## src/rtl/pfetch_pkg.sv

```systemverilog
package pfetch_pkg;

  // Default geometry of the program space
  localparam int PF_ADDR_W     = 16;
  localparam int PF_DATA_W     = 8;
  localparam int PF_ROM_BYTES  = 4096;
  localparam int PF_NUM_VEC    = 6;
  localparam int PF_VEC_BASE   = 3;
  localparam int PF_VEC_STRIDE = 8;
  localparam int PF_RESET_ADDR = 0;

  // Where a fetch is served from
  typedef enum logic {
    SRC_EXTERNAL = 1'b0,
    SRC_ONCHIP   = 1'b1
  } fetch_src_e;

  // One pipeline slot of the fetch stage
  typedef struct packed {
    logic       busy;
    fetch_src_e src;
  } fetch_slot_t;

  // An address is served on-chip only when the low region is mapped
  // on-chip and the address lies below the on-chip ROM size.
  function automatic fetch_src_e route_of(input logic [31:0] addr,
                                          input logic        onchip_low,
                                          input logic [31:0] rom_bytes);
    if (onchip_low && (addr < rom_bytes)) return SRC_ONCHIP;
    return SRC_EXTERNAL;
  endfunction

  // Entry address of interrupt source n
  function automatic int unsigned entry_of(input int unsigned n,
                                           input int unsigned base,
                                           input int unsigned stride);
    return base + stride * n;
  endfunction

endpackage

```

## src/rtl/pfr_boot_latch.sv

```systemverilog
module pfr_boot_latch (
  input  logic clk,
  input  logic rst_n,
  input  logic pin_level,
  output logic boot_done,
  output logic pin_latched,
  output logic onchip_low
);
  logic done_q;
  logic pin_q;

  // Capture the pin on the first edge after reset release, then hold it.
  always_ff @(posedge clk or negedge rst_n) begin
    if (!rst_n) begin
      done_q <= 1'b0;
      pin_q  <= 1'b0;
    end else if (!done_q) begin
      done_q <= 1'b1;
      pin_q  <= pin_level;
    end
  end

  assign boot_done   = done_q;
  assign pin_latched = pin_q;
  // Before the capture edge the live level is the one about to be latched.
  assign onchip_low  = done_q ? pin_q : pin_level;

endmodule

```

## src/rtl/pfr_region_decode.sv

```systemverilog
module pfr_region_decode
  import pfetch_pkg::*;
#(
  parameter int ADDR_W    = PF_ADDR_W,
  parameter int ROM_BYTES = PF_ROM_BYTES
) (
  input  logic [ADDR_W-1:0] addr,
  input  logic              onchip_low,
  output fetch_src_e        src,
  output logic              in_low_region
);
  localparam logic [31:0] ROM_LIMIT = 32'(ROM_BYTES);

  assign in_low_region = (32'(addr) < ROM_LIMIT);
  assign src           = route_of(32'(addr), onchip_low, ROM_LIMIT);

endmodule

```

## src/rtl/pfr_vector_gen.sv

```systemverilog
module pfr_vector_gen
  import pfetch_pkg::*;
#(
  parameter int ADDR_W     = PF_ADDR_W,
  parameter int NUM_VEC    = PF_NUM_VEC,
  parameter int VEC_BASE   = PF_VEC_BASE,
  parameter int VEC_STRIDE = PF_VEC_STRIDE,
  parameter int RESET_ADDR = PF_RESET_ADDR,
  localparam int IDX_W     = $clog2(NUM_VEC)
) (
  input  logic              clk,
  input  logic              rst_n,
  input  logic              boot_done,
  input  logic              irq_take,
  input  logic [IDX_W-1:0]  irq_idx,
  output logic              idx_in_range,
  output logic              redirect_valid,
  output logic [ADDR_W-1:0] redirect_addr
);
  logic [ADDR_W-1:0] vec_tbl [NUM_VEC];
  logic [ADDR_W-1:0] vec_sel;
  logic              hit;
  logic              pend_q;
  logic [ADDR_W-1:0] addr_q;

  // One entry per source, computed from base and stride
  for (genvar g = 0; g < NUM_VEC; g++) begin : g_vec
    assign vec_tbl[g] = ADDR_W'(entry_of(g, VEC_BASE, VEC_STRIDE));
  end

  always_comb begin
    hit     = 1'b0;
    vec_sel = '0;
    for (int i = 0; i < NUM_VEC; i++) begin
      if (irq_idx == IDX_W'(i)) begin
        hit     = 1'b1;
        vec_sel = vec_tbl[i];
      end
    end
  end

  assign idx_in_range = hit;

  always_ff @(posedge clk or negedge rst_n) begin
    if (!rst_n) begin
      pend_q <= 1'b0;
      addr_q <= '0;
    end else begin
      pend_q <= irq_take && hit;
      if (irq_take && hit) addr_q <= vec_sel;
    end
  end

  // The reset start address wins until the boot capture edge.
  assign redirect_valid = !boot_done || pend_q;
  assign redirect_addr  = boot_done ? addr_q : ADDR_W'(RESET_ADDR);

endmodule

```

## src/rtl/pfr_fetch_stage.sv

```systemverilog
module pfr_fetch_stage
  import pfetch_pkg::*;
#(
  parameter int ADDR_W = PF_ADDR_W,
  parameter int DATA_W = PF_DATA_W,
  parameter int ROM_AW = 12
) (
  input  logic              clk,
  input  logic              rst_n,
  input  logic              req,
  input  logic [ADDR_W-1:0] addr,
  input  fetch_src_e        src,
  input  logic [DATA_W-1:0] rom_data,
  input  logic [DATA_W-1:0] ext_data,
  output logic              rom_sel,
  output logic [ROM_AW-1:0] rom_addr,
  output logic              ext_strobe_n,
  output logic [ADDR_W-1:0] ext_addr,
  output logic              fetch_valid,
  output logic [DATA_W-1:0] fetch_data
);
  fetch_slot_t       slot_q;
  logic [ADDR_W-1:0] addr_q;
  logic              valid_q;
  logic [DATA_W-1:0] data_q;

  // Strobe cycle: one cycle after the request
  always_ff @(posedge clk or negedge rst_n) begin
    if (!rst_n) begin
      slot_q <= '{busy: 1'b0, src: SRC_EXTERNAL};
      addr_q <= '0;
    end else begin
      slot_q.busy <= req;
      if (req) begin
        slot_q.src <= src;
        addr_q     <= addr;
      end
    end
  end

  // Data cycle: the byte seen during the strobe cycle
  always_ff @(posedge clk or negedge rst_n) begin
    if (!rst_n) begin
      valid_q <= 1'b0;
      data_q  <= '0;
    end else begin
      valid_q <= slot_q.busy;
      if (slot_q.busy) data_q <= (slot_q.src == SRC_ONCHIP) ? rom_data : ext_data;
    end
  end

  assign rom_sel      = slot_q.busy && (slot_q.src == SRC_ONCHIP);
  assign ext_strobe_n = !(slot_q.busy && (slot_q.src == SRC_EXTERNAL));
  assign rom_addr     = addr_q[ROM_AW-1:0];
  assign ext_addr     = addr_q;
  assign fetch_valid  = valid_q;
  assign fetch_data   = data_q;

endmodule

```

## src/rtl/pfetch_router.sv

```systemverilog
module pfetch_router
  import pfetch_pkg::*;
#(
  parameter int ADDR_W     = PF_ADDR_W,
  parameter int DATA_W     = PF_DATA_W,
  parameter int ROM_BYTES  = PF_ROM_BYTES,
  parameter int NUM_VEC    = PF_NUM_VEC,
  parameter int VEC_BASE   = PF_VEC_BASE,
  parameter int VEC_STRIDE = PF_VEC_STRIDE,
  localparam int IDX_W     = $clog2(NUM_VEC),
  localparam int ROM_AW    = $clog2(ROM_BYTES)
) (
  input  logic              clk,
  input  logic              rst_n,
  input  logic              ext_access_pin,
  input  logic              fetch_req,
  input  logic [ADDR_W-1:0] fetch_addr,
  input  logic              irq_take,
  input  logic [IDX_W-1:0]  irq_idx,
  input  logic [DATA_W-1:0] rom_data,
  input  logic [DATA_W-1:0] ext_data,
  output logic              rom_sel,
  output logic [ROM_AW-1:0] rom_addr,
  output logic              ext_strobe_n,
  output logic [ADDR_W-1:0] ext_addr,
  output logic              fetch_valid,
  output logic [DATA_W-1:0] fetch_data,
  output logic              redirect_valid,
  output logic [ADDR_W-1:0] redirect_addr
);
  // Named internal events, observed by the bound checker
  logic       boot_done;
  logic       ea_latched;
  logic       onchip_low;
  fetch_src_e req_src;
  logic       req_low_region;
  logic       irq_idx_ok;

  pfr_boot_latch u_boot (
    .clk         (clk),
    .rst_n       (rst_n),
    .pin_level   (ext_access_pin),
    .boot_done   (boot_done),
    .pin_latched (ea_latched),
    .onchip_low  (onchip_low)
  );

  pfr_region_decode #(
    .ADDR_W    (ADDR_W),
    .ROM_BYTES (ROM_BYTES)
  ) u_decode (
    .addr          (fetch_addr),
    .onchip_low    (onchip_low),
    .src           (req_src),
    .in_low_region (req_low_region)
  );

  pfr_fetch_stage #(
    .ADDR_W (ADDR_W),
    .DATA_W (DATA_W),
    .ROM_AW (ROM_AW)
  ) u_stage (
    .clk          (clk),
    .rst_n        (rst_n),
    .req          (fetch_req),
    .addr         (fetch_addr),
    .src          (req_src),
    .rom_data     (rom_data),
    .ext_data     (ext_data),
    .rom_sel      (rom_sel),
    .rom_addr     (rom_addr),
    .ext_strobe_n (ext_strobe_n),
    .ext_addr     (ext_addr),
    .fetch_valid  (fetch_valid),
    .fetch_data   (fetch_data)
  );

  pfr_vector_gen #(
    .ADDR_W     (ADDR_W),
    .NUM_VEC    (NUM_VEC),
    .VEC_BASE   (VEC_BASE),
    .VEC_STRIDE (VEC_STRIDE),
    .RESET_ADDR (PF_RESET_ADDR)
  ) u_vec (
    .clk            (clk),
    .rst_n          (rst_n),
    .boot_done      (boot_done),
    .irq_take       (irq_take),
    .irq_idx        (irq_idx),
    .idx_in_range   (irq_idx_ok),
    .redirect_valid (redirect_valid),
    .redirect_addr  (redirect_addr)
  );

endmodule

```

## config.mk

```make
export PLATFORM = sky130hd
export DESIGN_NAME = pfetch_router
export DESIGN_NICKNAME = d
export VERILOG_FILES = /design/src/rtl/pfetch_pkg.sv /design/src/rtl/pfr_boot_latch.sv /design/src/rtl/pfr_region_decode.sv /design/src/rtl/pfr_vector_gen.sv /design/src/rtl/pfr_fetch_stage.sv /design/src/rtl/pfetch_router.sv
export SDC_FILE = /design/constraint.sdc
export NUM_CORES = 1
export LEC_CHECK = 0
export ABC_AREA = 0
export BUFFER_PORTS_ARGS = -buffer_cell sky130_fd_sc_hd__buf_2
export CAP_MARGIN = 20
export CORE_MARGIN = 3
export CORE_UTILIZATION = 27
export CTS_CLUSTER_DIAMETER = 200
export DETAILED_ROUTE_END_ITERATION = 8
export PLACE_DENSITY = 0.5
export SETUP_SLACK_MARGIN = 0.02
export SKIP_LAST_GASP = 1
export SYNTH_ARGS = -nofsm -noshare
export SYNTH_HDL_FRONTEND = slang
export SYNTH_SLANG_ARGS = --single-unit
```

## constraint.sdc

```tcl
create_clock -name clk -period 2 [get_ports clk]
set_input_delay 0.2 -clock clk [delete_from_list [all_inputs] [get_ports clk]]
set_output_delay 0.2 -clock clk [all_outputs]
set_load 0.02 [all_outputs]
```

==> Flow_metrics.wiki <==
{| class="wikitable"
! Metric !! Value
|-
| Wirelength per Cell || 11.6 um
|-
| Crit path kind || reg2out
|-
| Synth cell types || 23
|-
| Hold WC Path Type || in2async
|-
| Number of fill cells || 599
|-
| Top cells by area in the synthesized netlist || sky130_fd_sc_hd__dfrtp_1, sky130_fd_sc_hd__buf_4, sky130_fd_sc_hd__mux2_4, sky130_fd_sc_hd__mux2_2, sky130_fd_sc_hd__mux2i_1
|-
| Leakage power || 1.03 nW
|-
| Slew at the pin with the worst max-slew slack || 0.755 ns
|-
| Total CTS buffers || 5
|-
| Quantity of I/O buffers inserted on ports || 84
|-
| CP Data Required Time || 1.80 ns
|-
| Weighted congestion at the end of routability-driven global placement || 0.661
|-
| Count of routing violations after the opening detailed-route iteration || 23
|-
| Top layer reached by signal wires || met4
|-
| Fraction of synthesized cell area taken by the top area cell type || 53.2%
|-
| Power per cell area || 859 nW/um2
|-
| Initial antenna violation count || 0
|-
| Core outline area || 5610 um2
|-
| Wire length of the first global-routing pass || 5420 um
|-
| Cell at the root of the clock tree || sky130_fd_sc_hd__clkbuf_8
|-
| Iteration count of the initial detailed-routing pass || 3
|-
| Effective utilization at floorplan || 28.5%
|-
| Post-Route Hold Slack || -0.0144 ns
|-
| Count of boundary I/O pins || 96
|-
| Mean instance size in the synthesized netlist || 12.9 um2
|-
| Final setup violation count || 0
|-
| Total global routing overflow || 0
|-
| Unrepaired setup endpoints after global routing || no
|-
| Number of sinks on the clock net || 34
|-
| Setup crit end kind || primary output
|-
| Proportion of synthesized chip area in sequential cells || 53.2%
|-
| Max-slew violation total from the final report || 0
|-
| GRT Resource Usage Total || 9.63%
|-
| Data arrival time of the critical path || 1.28 ns
|-
| Worst IR Drop VDD || 360 uV
|-
| Violated checks || hold timing
|-
| Proportion of layout cells with a drive suffix above 1 || 59.1%
|-
| Sum of met3 wire segment lengths after detailed routing || 349 um
|-
| Period utilisation layout || 74.2%
|-
| CTS Buffer Depth || 2
|-
| Pin count of the biggest net entering global routing || 35
|-
| Mapped Cells || 124
|-
| Final sum of negative setup slack || 0 ns
|-
| Result of the run || finished, violations left
|-
| Biggest area consumer among synthesized cells || sky130_fd_sc_hd__dfrtp_1
|-
| Antenna Diode Count || 0
|-
| Hold bufs inserted after CTS || 0
|-
| Clock tree from TritonCTS || yes
|-
| Clock slew at reported path FFs || 0.07 ns
|-
| Max-cap check violation count || 0
|-
| Post-CTS setup buffer count || 0
|-
| Final setup skew || 0.00184 ns
|-
| Number of hold violations in the final report || 22
|-
| Area delta synth->final || 27.2%
|-
| Largest fanout of any net on the critical path || 11
|-
| Number of remaining DRC errors || 0
|-
| Overall die width || 83.0 um
|-
| Flip-flop cell with the highest count after synthesis || sky130_fd_sc_hd__dfrtp_1
|-
| List of most frequent post-synthesis cells || sky130_fd_sc_hd__dfrtp_1, sky130_fd_sc_hd__buf_4, sky130_fd_sc_hd__mux2_4
|-
| Area of the die || 6880 um2
|-
| PostCTS Resize Cnt || 0
|-
| Vias per cell || 3.96
|-
| Kind of start point of the critical path || flip-flop
|-
| Post-synthesis async set-or-reset flop share || 100%
|-
| Worst Reg2Reg Path Length in Cells || 2
|-
| Later-pin clock latency in the skew report || 0.28 ns
|-
| # nets final || 237
|-
| Total power || 1.75 mW
|-
| Total vias in the final route || 1068
|-
| Slew margin rel. || 49.7%
|-
| Routed wire length || 3140 um
|-
| Routed metal-1 wire length || 1400 um
|-
| Cell with the most instances after synthesis || sky130_fd_sc_hd__dfrtp_1
|-
| Number of warnings issued by yosys || 0
|-
| Min Tclk post-route || 1.48 ns
|-
| Synthesized area || 1600 um2
|-
| H-Tree Level Count || 2
|-
| Max Clock Freq || 674 MHz
|-
| Met2 layer wire length in the routed design || 1370 um
|-
| Number of flops mapped to enable cells by yosys || 0
|-
| Core Rows || 27
|-
| Half-perimeter wire length after placement || 2390 um
|-
| Vertical die dimension || 83.0 um
|-
| Vias in the first global route || 1084
|-
| Remaining number of nets flagged by the antenna check after routing || 0
|-
| Register bit total from synthesis || 34
|}
[flip-flops by register name (all words and copies together) (netlist names)]
register	count
u_stage.slot_q	2
u_stage.fetch_data	8
u_stage.ext_addr	16
u_boot.boot_done	1
u_boot.pin_latched	1
u_vec.addr_q	4
u_stage.fetch_valid	1
u_vec.pend_q	1
[placed cells by master, fill, tap and decap left out, drive strengths merged, types with 2 or more instances in the layout]
| master | Yosys | final |
|---|---|---|
| and2 | 5 | 5 |
| buf | 29 | 85 |
| dfrtp | 34 | 34 |
| mux2 | 18 | 18 |
| a21oi | 9 | 9 |
| nor2 | 8 | 8 |
| conb | 2 | 12 |
| nand2b | 2 | 2 |
| clkbuf | 0 | 8 |
| mux2i | 8 | 8 |
[final cells by class]
cell class              count  area, um2  share of cell area [%]
clock buffers               8        110                    5.42
inverters                   1       3.75                   0.185
multi-input cells          70        551                    27.1
flip-flops and latches     34        851                    41.8
well taps                  72       90.1                    4.43
repair buffers             85        428                    21.0
[worst max-delay path, cell delays in order, from the launching register on]
cell                      delay (ns)
sky130_fd_sc_hd__dfrtp_1        0.65
sky130_fd_sc_hd__and2_1         0.20
sky130_fd_sc_hd__buf_2          0.16
[power by group]
part	internal (mW)	switching, mW	total (mW)
Sequential	0.750	0.0367	0.786
Clock	0.348	0.241	0.589
Combinational	0.151	0.220	0.371
Total	1.25	0.498	1.75
[path summary, 6_finish.rpt]
check | from | to | slack (ns)
worst max register to register | u_stage.slot_q[0] | u_stage.fetch_data[2] | 0.89
max in group asynchronous | rst_n | u_stage.fetch_data[7] | 1.53
worst min-delay path | rst_n | u_stage.ext_addr[2] | -0.01
worst min register to register | u_vec.addr_q[1] | u_vec.addr_q[1] | 0.46
min in group clk | irq_idx[2] | u_vec.pend_q | 0.13
worst max-delay path | u_stage.slot_q[0] | rom_sel | 0.52
[stage by stage]
stage / std cells / setup slack, ns / utilization, % / instance area (um2) / hold WS [ns]
5_1_grt: 270 / 0.424 / 36.3 / 2030 / 0.0565
4_1_cts: 270 / 0.484 / 36.3 / 2030 / 0.0212
2_1_floorplan: 134 / 0.995 / - / 1640 / -0.0956
3_3_place_gp: 262 / 0.821 / 34.3 / 1920 / 0.333
3_5_place_dp: 262 / 0.805 / 34.3 / 1920 / 0.331
6_report: 270 / 0.516 / 36.3 / 2030 / -0.0144
[metal layers]
| metal | GRT usage [%] | up-vias |
|---|---|---|
| met1 | 12.5 | 485 |
| met5 | 0 | - |
| met2 | 14.9 | 61 |
| li1 | - | 519 |
| met4 | 1.78 | 0 |
| met3 | 4.46 | 3 |
[logic make-up after synthesis]
group | share of synthesized area, %
and+or+nand+nor | 7.04
muxes | 20.0
other | 0.470
buffers and inverters | 14.7
DFF | 53.2
AOI/OAI and AO/OA | 4.54
(Power assumes the default switching activity.)
